## src/rtl/tx4b5b_pkg.sv

```systemverilog
package tx4b5b_pkg;

    typedef enum logic [1:0] {
        ST_IDLE = 2'd0,
        ST_DATA = 2'd1,
        ST_HALT = 2'd2,
        ST_PASS = 2'd3
    } enc_state_e;

    localparam int          CODE_W    = 5;
    localparam logic [4:0]  SYM_IDLE  = 5'b11111;
    localparam logic [4:0]  SYM_HALT  = 5'b00100;

endpackage

```

## src/rtl/tx4b5b_lut.sv

```systemverilog
module tx4b5b_lut (
    input  logic [3:0] nib,
    output logic [4:0] code
);

    always_comb begin
        unique case (nib)
            4'h0: code = 5'b11110;
            4'h1: code = 5'b01001;
            4'h2: code = 5'b10100;
            4'h3: code = 5'b10101;
            4'h4: code = 5'b01010;
            4'h5: code = 5'b01011;
            4'h6: code = 5'b01110;
            4'h7: code = 5'b01111;
            4'h8: code = 5'b10010;
            4'h9: code = 5'b10011;
            4'hA: code = 5'b10110;
            4'hB: code = 5'b10111;
            4'hC: code = 5'b11010;
            4'hD: code = 5'b11011;
            4'hE: code = 5'b11100;
            default: code = 5'b11101;
        endcase
    end

endmodule

```

## src/rtl/tx4b5b_ctl.sv

```systemverilog
module tx4b5b_ctl
    import tx4b5b_pkg::*;
(
    input  logic       clk,
    input  logic       rst_n,
    input  logic       tx_en,
    input  logic       tx_err,
    input  logic       spd_100,
    input  logic       bypass,
    output enc_state_e state_nx,
    output enc_state_e state_q
);

    // Next-state choice: pass-through, then halt, then data, then idle.
    always_comb begin
        if (bypass)
            state_nx = ST_PASS;
        else if (tx_en && tx_err && spd_100)
            state_nx = ST_HALT;
        else if (tx_en)
            state_nx = ST_DATA;
        else
            state_nx = ST_IDLE;
    end

    always_ff @(posedge clk or negedge rst_n) begin
        if (!rst_n)
            state_q <= ST_IDLE;
        else
            state_q <= state_nx;
    end

endmodule

```

## src/rtl/tx4b5b_enc.sv

```systemverilog
module tx4b5b_enc
    import tx4b5b_pkg::*;
#(
    parameter int NIB_W        = 4,
    parameter bit STORE_SYMBOL = 1'b0
) (
    input  logic             clk,
    input  logic             rst_n,
    input  logic [NIB_W-1:0] tx_nib,
    input  logic             tx_en,
    input  logic             tx_err,
    input  logic             spd_100,
    input  logic             bypass,
    output logic [NIB_W:0]   sym_out
);

    localparam int SYM_W = NIB_W + 1;

    enc_state_e state_q;
    enc_state_e state_nx;

    tx4b5b_ctl u_ctl (
        .clk      (clk),
        .rst_n    (rst_n),
        .tx_en    (tx_en),
        .tx_err   (tx_err),
        .spd_100  (spd_100),
        .bypass   (bypass),
        .state_nx (state_nx),
        .state_q  (state_q)
    );

    generate
        if (STORE_SYMBOL) begin : g_sym_reg
            // Encode ahead of the register and keep the finished symbol.
            logic [SYM_W-1:0] code_in;
            logic [SYM_W-1:0] sym_d;
            logic [SYM_W-1:0] sym_q;

            tx4b5b_lut u_lut (
                .nib  (tx_nib[3:0]),
                .code (code_in)
            );

            always_comb begin
                unique case (state_nx)
                    ST_IDLE: sym_d = SYM_IDLE;
                    ST_DATA: sym_d = code_in;
                    ST_HALT: sym_d = SYM_HALT;
                    ST_PASS: sym_d = {tx_err, tx_nib};
                    default: sym_d = SYM_IDLE;
                endcase
            end

            always_ff @(posedge clk or negedge rst_n) begin
                if (!rst_n)
                    sym_q <= SYM_IDLE;
                else
                    sym_q <= sym_d;
            end

            always_comb sym_out = sym_q;
        end else begin : g_raw_reg
            // Keep the raw five bits and encode after the register.
            logic [SYM_W-1:0] raw_q;
            logic [SYM_W-1:0] code_q;

            always_ff @(posedge clk or negedge rst_n) begin
                if (!rst_n)
                    raw_q <= SYM_IDLE;
                else
                    raw_q <= {tx_err, tx_nib};
            end

            tx4b5b_lut u_lut (
                .nib  (raw_q[3:0]),
                .code (code_q)
            );

            always_comb begin
                unique case (state_q)
                    ST_IDLE: sym_out = SYM_IDLE;
                    ST_DATA: sym_out = code_q;
                    ST_HALT: sym_out = SYM_HALT;
                    ST_PASS: sym_out = raw_q;
                    default: sym_out = SYM_IDLE;
                endcase
            end
        end
    endgenerate

endmodule

```

## config.mk

```make
export PLATFORM = sky130hd
export DESIGN_NAME = tx4b5b_enc
export DESIGN_NICKNAME = d
export VERILOG_FILES = /design/src/rtl/tx4b5b_pkg.sv /design/src/rtl/tx4b5b_lut.sv /design/src/rtl/tx4b5b_ctl.sv /design/src/rtl/tx4b5b_enc.sv
export SDC_FILE = /design/constraint.sdc
export NUM_CORES = 1
export LEC_CHECK = 0
export BUFFER_PORTS_ARGS = -buffer_cell sky130_fd_sc_hd__buf_2
export CORE_AREA = 2 2 39 41
export DETAILED_ROUTE_END_ITERATION = 8
export DIE_AREA = 0 0 41 43
export RECOVER_POWER = 25
export SLEW_MARGIN = 5
export SYNTH_ARGS = -nofsm -noshare
export SYNTH_HDL_FRONTEND = slang
export SYNTH_SLANG_ARGS = --single-unit
```

## constraint.sdc

```tcl
create_clock -name clk -period 1.4 [get_ports clk]
set_input_delay 0.28 -clock clk [delete_from_list [all_inputs] [get_ports clk]]
set_output_delay 0.28 -clock clk [all_outputs]
set_load 0.005 [all_outputs]
```

==> summary.md <==
| Metric | Value |
|---|---|
| Result of the run | `finished, violations left` |
| Failing checks | `setup timing` |
| Main synth FF type | `sky130_fd_sc_hd__dfstp_2` |
| CTS tree | `built` |
| Max Fanout on Critical Path | `6` |
| Number of distinct library cells after synthesis | `19` |
| Number of post-CTS setup repair buffers | `0` |
| Largest cells by area after synthesis | `sky130_fd_sc_hd__dfstp_2 42%, sky130_fd_sc_hd__dfrtp_1 16%, sky130_fd_sc_hd__nand2b_1 4.0%` |
| Smallest setup slack after layout | `-0.1482 ns` |
| Part of the Yosys area used for sequential elements | `0.5731` |
| Antenna-violating nets left | `0` |
| Fraction of post-synthesis cell area in the top cell type by area | `0.4150` |
| Maximum resistive drop on vdd | `606.5 µV` |
| Total power density per cell area | `1057 nW/µm²` |
| Count of H-tree levels built during CTS | `1` |
| Cell at the root of the clock tree | `sky130_fd_sc_hd__clkbuf_4` |
| Summed instance area of the synthesized netlist | `between 300 and 400 µm²` |
| Top cells by count, synth | `5 x sky130_fd_sc_hd__dfstp_2, 3 x sky130_fd_sc_hd__nand2_1` |
| Count of buffers inserted at the top-level ports | `14` |
| Detailed Place HPWL | `452 µm` |
| Core outline area | `1384 µm²` |
| Class of the most critical setup path | `flip-flop to primary output` |
| Flops & latches, synth | `7` |
| Sequential cell fraction of total power | `0.505` |
| Post-detailed-route wirelength per cell | `around 8.2 µm` |
| Final worst hold slack | `about 0.14 ns` |
| Share of total power in the clock network | `0.359` |
| Average via count per standard cell | `around 4.4` |
| Total Die Area | `1763 µm²` |
| Max Freq | `0.6459 GHz` |
| Int Pwr | `0.0003638 W` |
| Clock-pin transition on the worst setup and hold timing paths | `about 0.050 ns` |
| Floorplan die width | `41 µm` |
| Initial antenna violation count | `0` |
| RSZ-0062 raised after global routing | `yes` |
| Total Neg Setup Slack | `-0.4519 ns` |
| Vias in the first global route | `257` |
| Kind of start point of the critical path | `flip-flop` |
| Cell Count, Final, Fillers Out | `66` |
| Total wirelength of the detailed-routed design | `approximately 540 µm` |
| Post-Synthesis Cells | `32` |
| Final setup violation count | `4` |
| DR pass1 iterations | `4` |
| Cell with the most instances after synthesis | `sky130_fd_sc_hd__dfstp_2` |
| Placer congestion estimate | `slightly above 0.8` |
| Total Nets Final | `61` |
| Final Hold Violating Endpoints | `0` |
| Syn_nets | `42` |
| Total number of vias | `293` |
| Static Leakage | `0.2022 nW` |
| Fin area | `441.7 µm²` |
| Initial Util | `0.2288` |
| Iter 0 DRT Violations | `4` |
| Remaining global-route overflow | `0` |
| Total cell area at the placement stage | `roughly 400 µm²` |
| Logic gate share of total power | `0.135` |
| CP Data Arrival Time | `1.27 ns` |
| Num Clock Sinks | `7` |
| Max-cap check violation count | `0` |
| Fraction of layout instances using a drive strength above 1 | `0.5200` |
| EDFF count, synth | `0` |
| Count of placed standard cells including taps | `61` |
| Hold/Removal Path Class | `primary input to flip-flop` |
| Largest buffer count on any clock path | `2` |
| Slew Limit Headroom | `0.8376` |
| Number of buffers inserted during clock tree synthesis | `3` |
| Critical Path Sink Type | `primary output` |
| Synthesis warning total | `0` |
| Final critical delay including setup and external delays | `~1.5 ns` |
| Row count | `14` |
| First-pass GRT wire length | `903 µm` |
| I/O pin total | `15` |
| Count of final max-slew check failures | `0` |
| Switching power | `0.0001029 W` |
| Die Ht | `43 µm` |
| FFs w/ async S/R, synth | `1.000` |
| Switching Share | `0.2205` |
| Final critical-path share of the clock period | `1.106` |
| Data required, critical path | `1.12 ns` |
| Cell accounting for the most synthesized area | `sky130_fd_sc_hd__dfstp_2` |
| Diodes inserted | `0` |
| Mean Syn Cell Area | `9.892 µm²` |
| Worst slew pin tran | `0.2436 ns` |
| Overall fraction of global-route tracks in use | `0.07739` |
| Pin count of the biggest net entering global routing | `10` |
| Remaining design rule violation count | `0` |
| Signed area change from the synthesized netlist to the final layout | `39.53%` |
layout by cell type, fill, tap and decap left out, drive strengths merged:
cell type    netlist  routed
buf                1      14
dfstp              5       5
clkbuf             0       4
nand2              3       3
o21ai              3       3
inv                2       2
nand2b             2       2
a21oi              2       2
nand3              2       2
nor3               2       2
nor2               2       2
dfrtp              2       2
o2111ai            1       1
a21boi             1       1
o31ai              1       1
a31oi              1       1
a31o               1       1
a21o               1       1
dlygate4sd3        0       1
metal layers:
metal | GRT usage | share of wire | vias up
li1 | - | - | 149
met1 | 0.08418 | 0.40 | 129
met2 | 0.1156 | 0.46 | 15
met3 | 0.04188 | 0.14 | 0
met4 | 0.04000 | 0 | 0
met5 | 0 | 0 | -
kinds of logic after synthesis:
kind of cell    share of synthesized area
compound gates                     0.2253
buf+inv                           0.03949
flops                              0.5731
simple gates                       0.1621
state kept, by name (all words and copies together), names as in the netlist:
register         cells
u_ctl.state_q        2
g_raw_reg.raw_q      5
power groups by stage:
stage / combinational, W / sequential, W / clock, W
floorplan: 0.0000325 / 0.000232 / 0
global placement: 0.0000601 / 0.000238 / 0
detailed placement: 0.0000612 / 0.000238 / 0
CTS: 0.0000646 / 0.000236 / 0.000174
global route: 0.0000713 / 0.000238 / 0.000186
finish: 0.0000632 / 0.000236 / 0.000168
critical path: stages, from the launching register on:
cell and delay (ns):
sky130_fd_sc_hd__dfstp_2 0.57, sky130_fd_sc_hd__nor2_1 0.05, sky130_fd_sc_hd__o31ai_1 0.18, sky130_fd_sc_hd__a31oi_1 0.10, sky130_fd_sc_hd__buf_2 0.13
final timing paths:
kind / startpoint / to / slack (ns) / cells past startpoint
worst min-delay path: tx_nib[0] / g_raw_reg.raw_q[0] / 0.14 / 1
worst max-delay path: g_raw_reg.raw_q[1] / sym_out[1] / -0.15 / 4
max in group asynchronous: rst_n / g_raw_reg.raw_q[3] / 0.78 / 2
min in group asynchronous: rst_n / u_ctl.state_q[1] / 0.40 / 2
stage by stage:
step	worst slack [ns]	util	power, W
floorplan	0.2474	-	0.0002641
global placement	0.1163	0.2902	0.0002981
detailed placement	0.09443	0.2902	0.0002987
CTS	-0.1641	0.3192	0.0004745
global route	-0.2377	0.3192	0.0004959
finish	-0.1482	0.3192	0.0004667
area by class of cell:
cell class / instances / area, µm²
well taps: 16 / 20.02
clock buffers: 4 / 26.28
multi-input cells: 22 / 126.4
repair buffers: 15 / 80.08
flip-flops and latches: 7 / 181.4
inverters: 2 / 7.507
fillers: 136 / 942.2
repair_timing:
action	4_1_cts	5_1_grt
endpoints found under the setup margin	4	5
pin swaps	1	2
resized for setup	2	0
hold buffers	1	0
endpoints found under the hold margin	2	0
gates cloned	0	0
(Power assumes the default switching activity.)
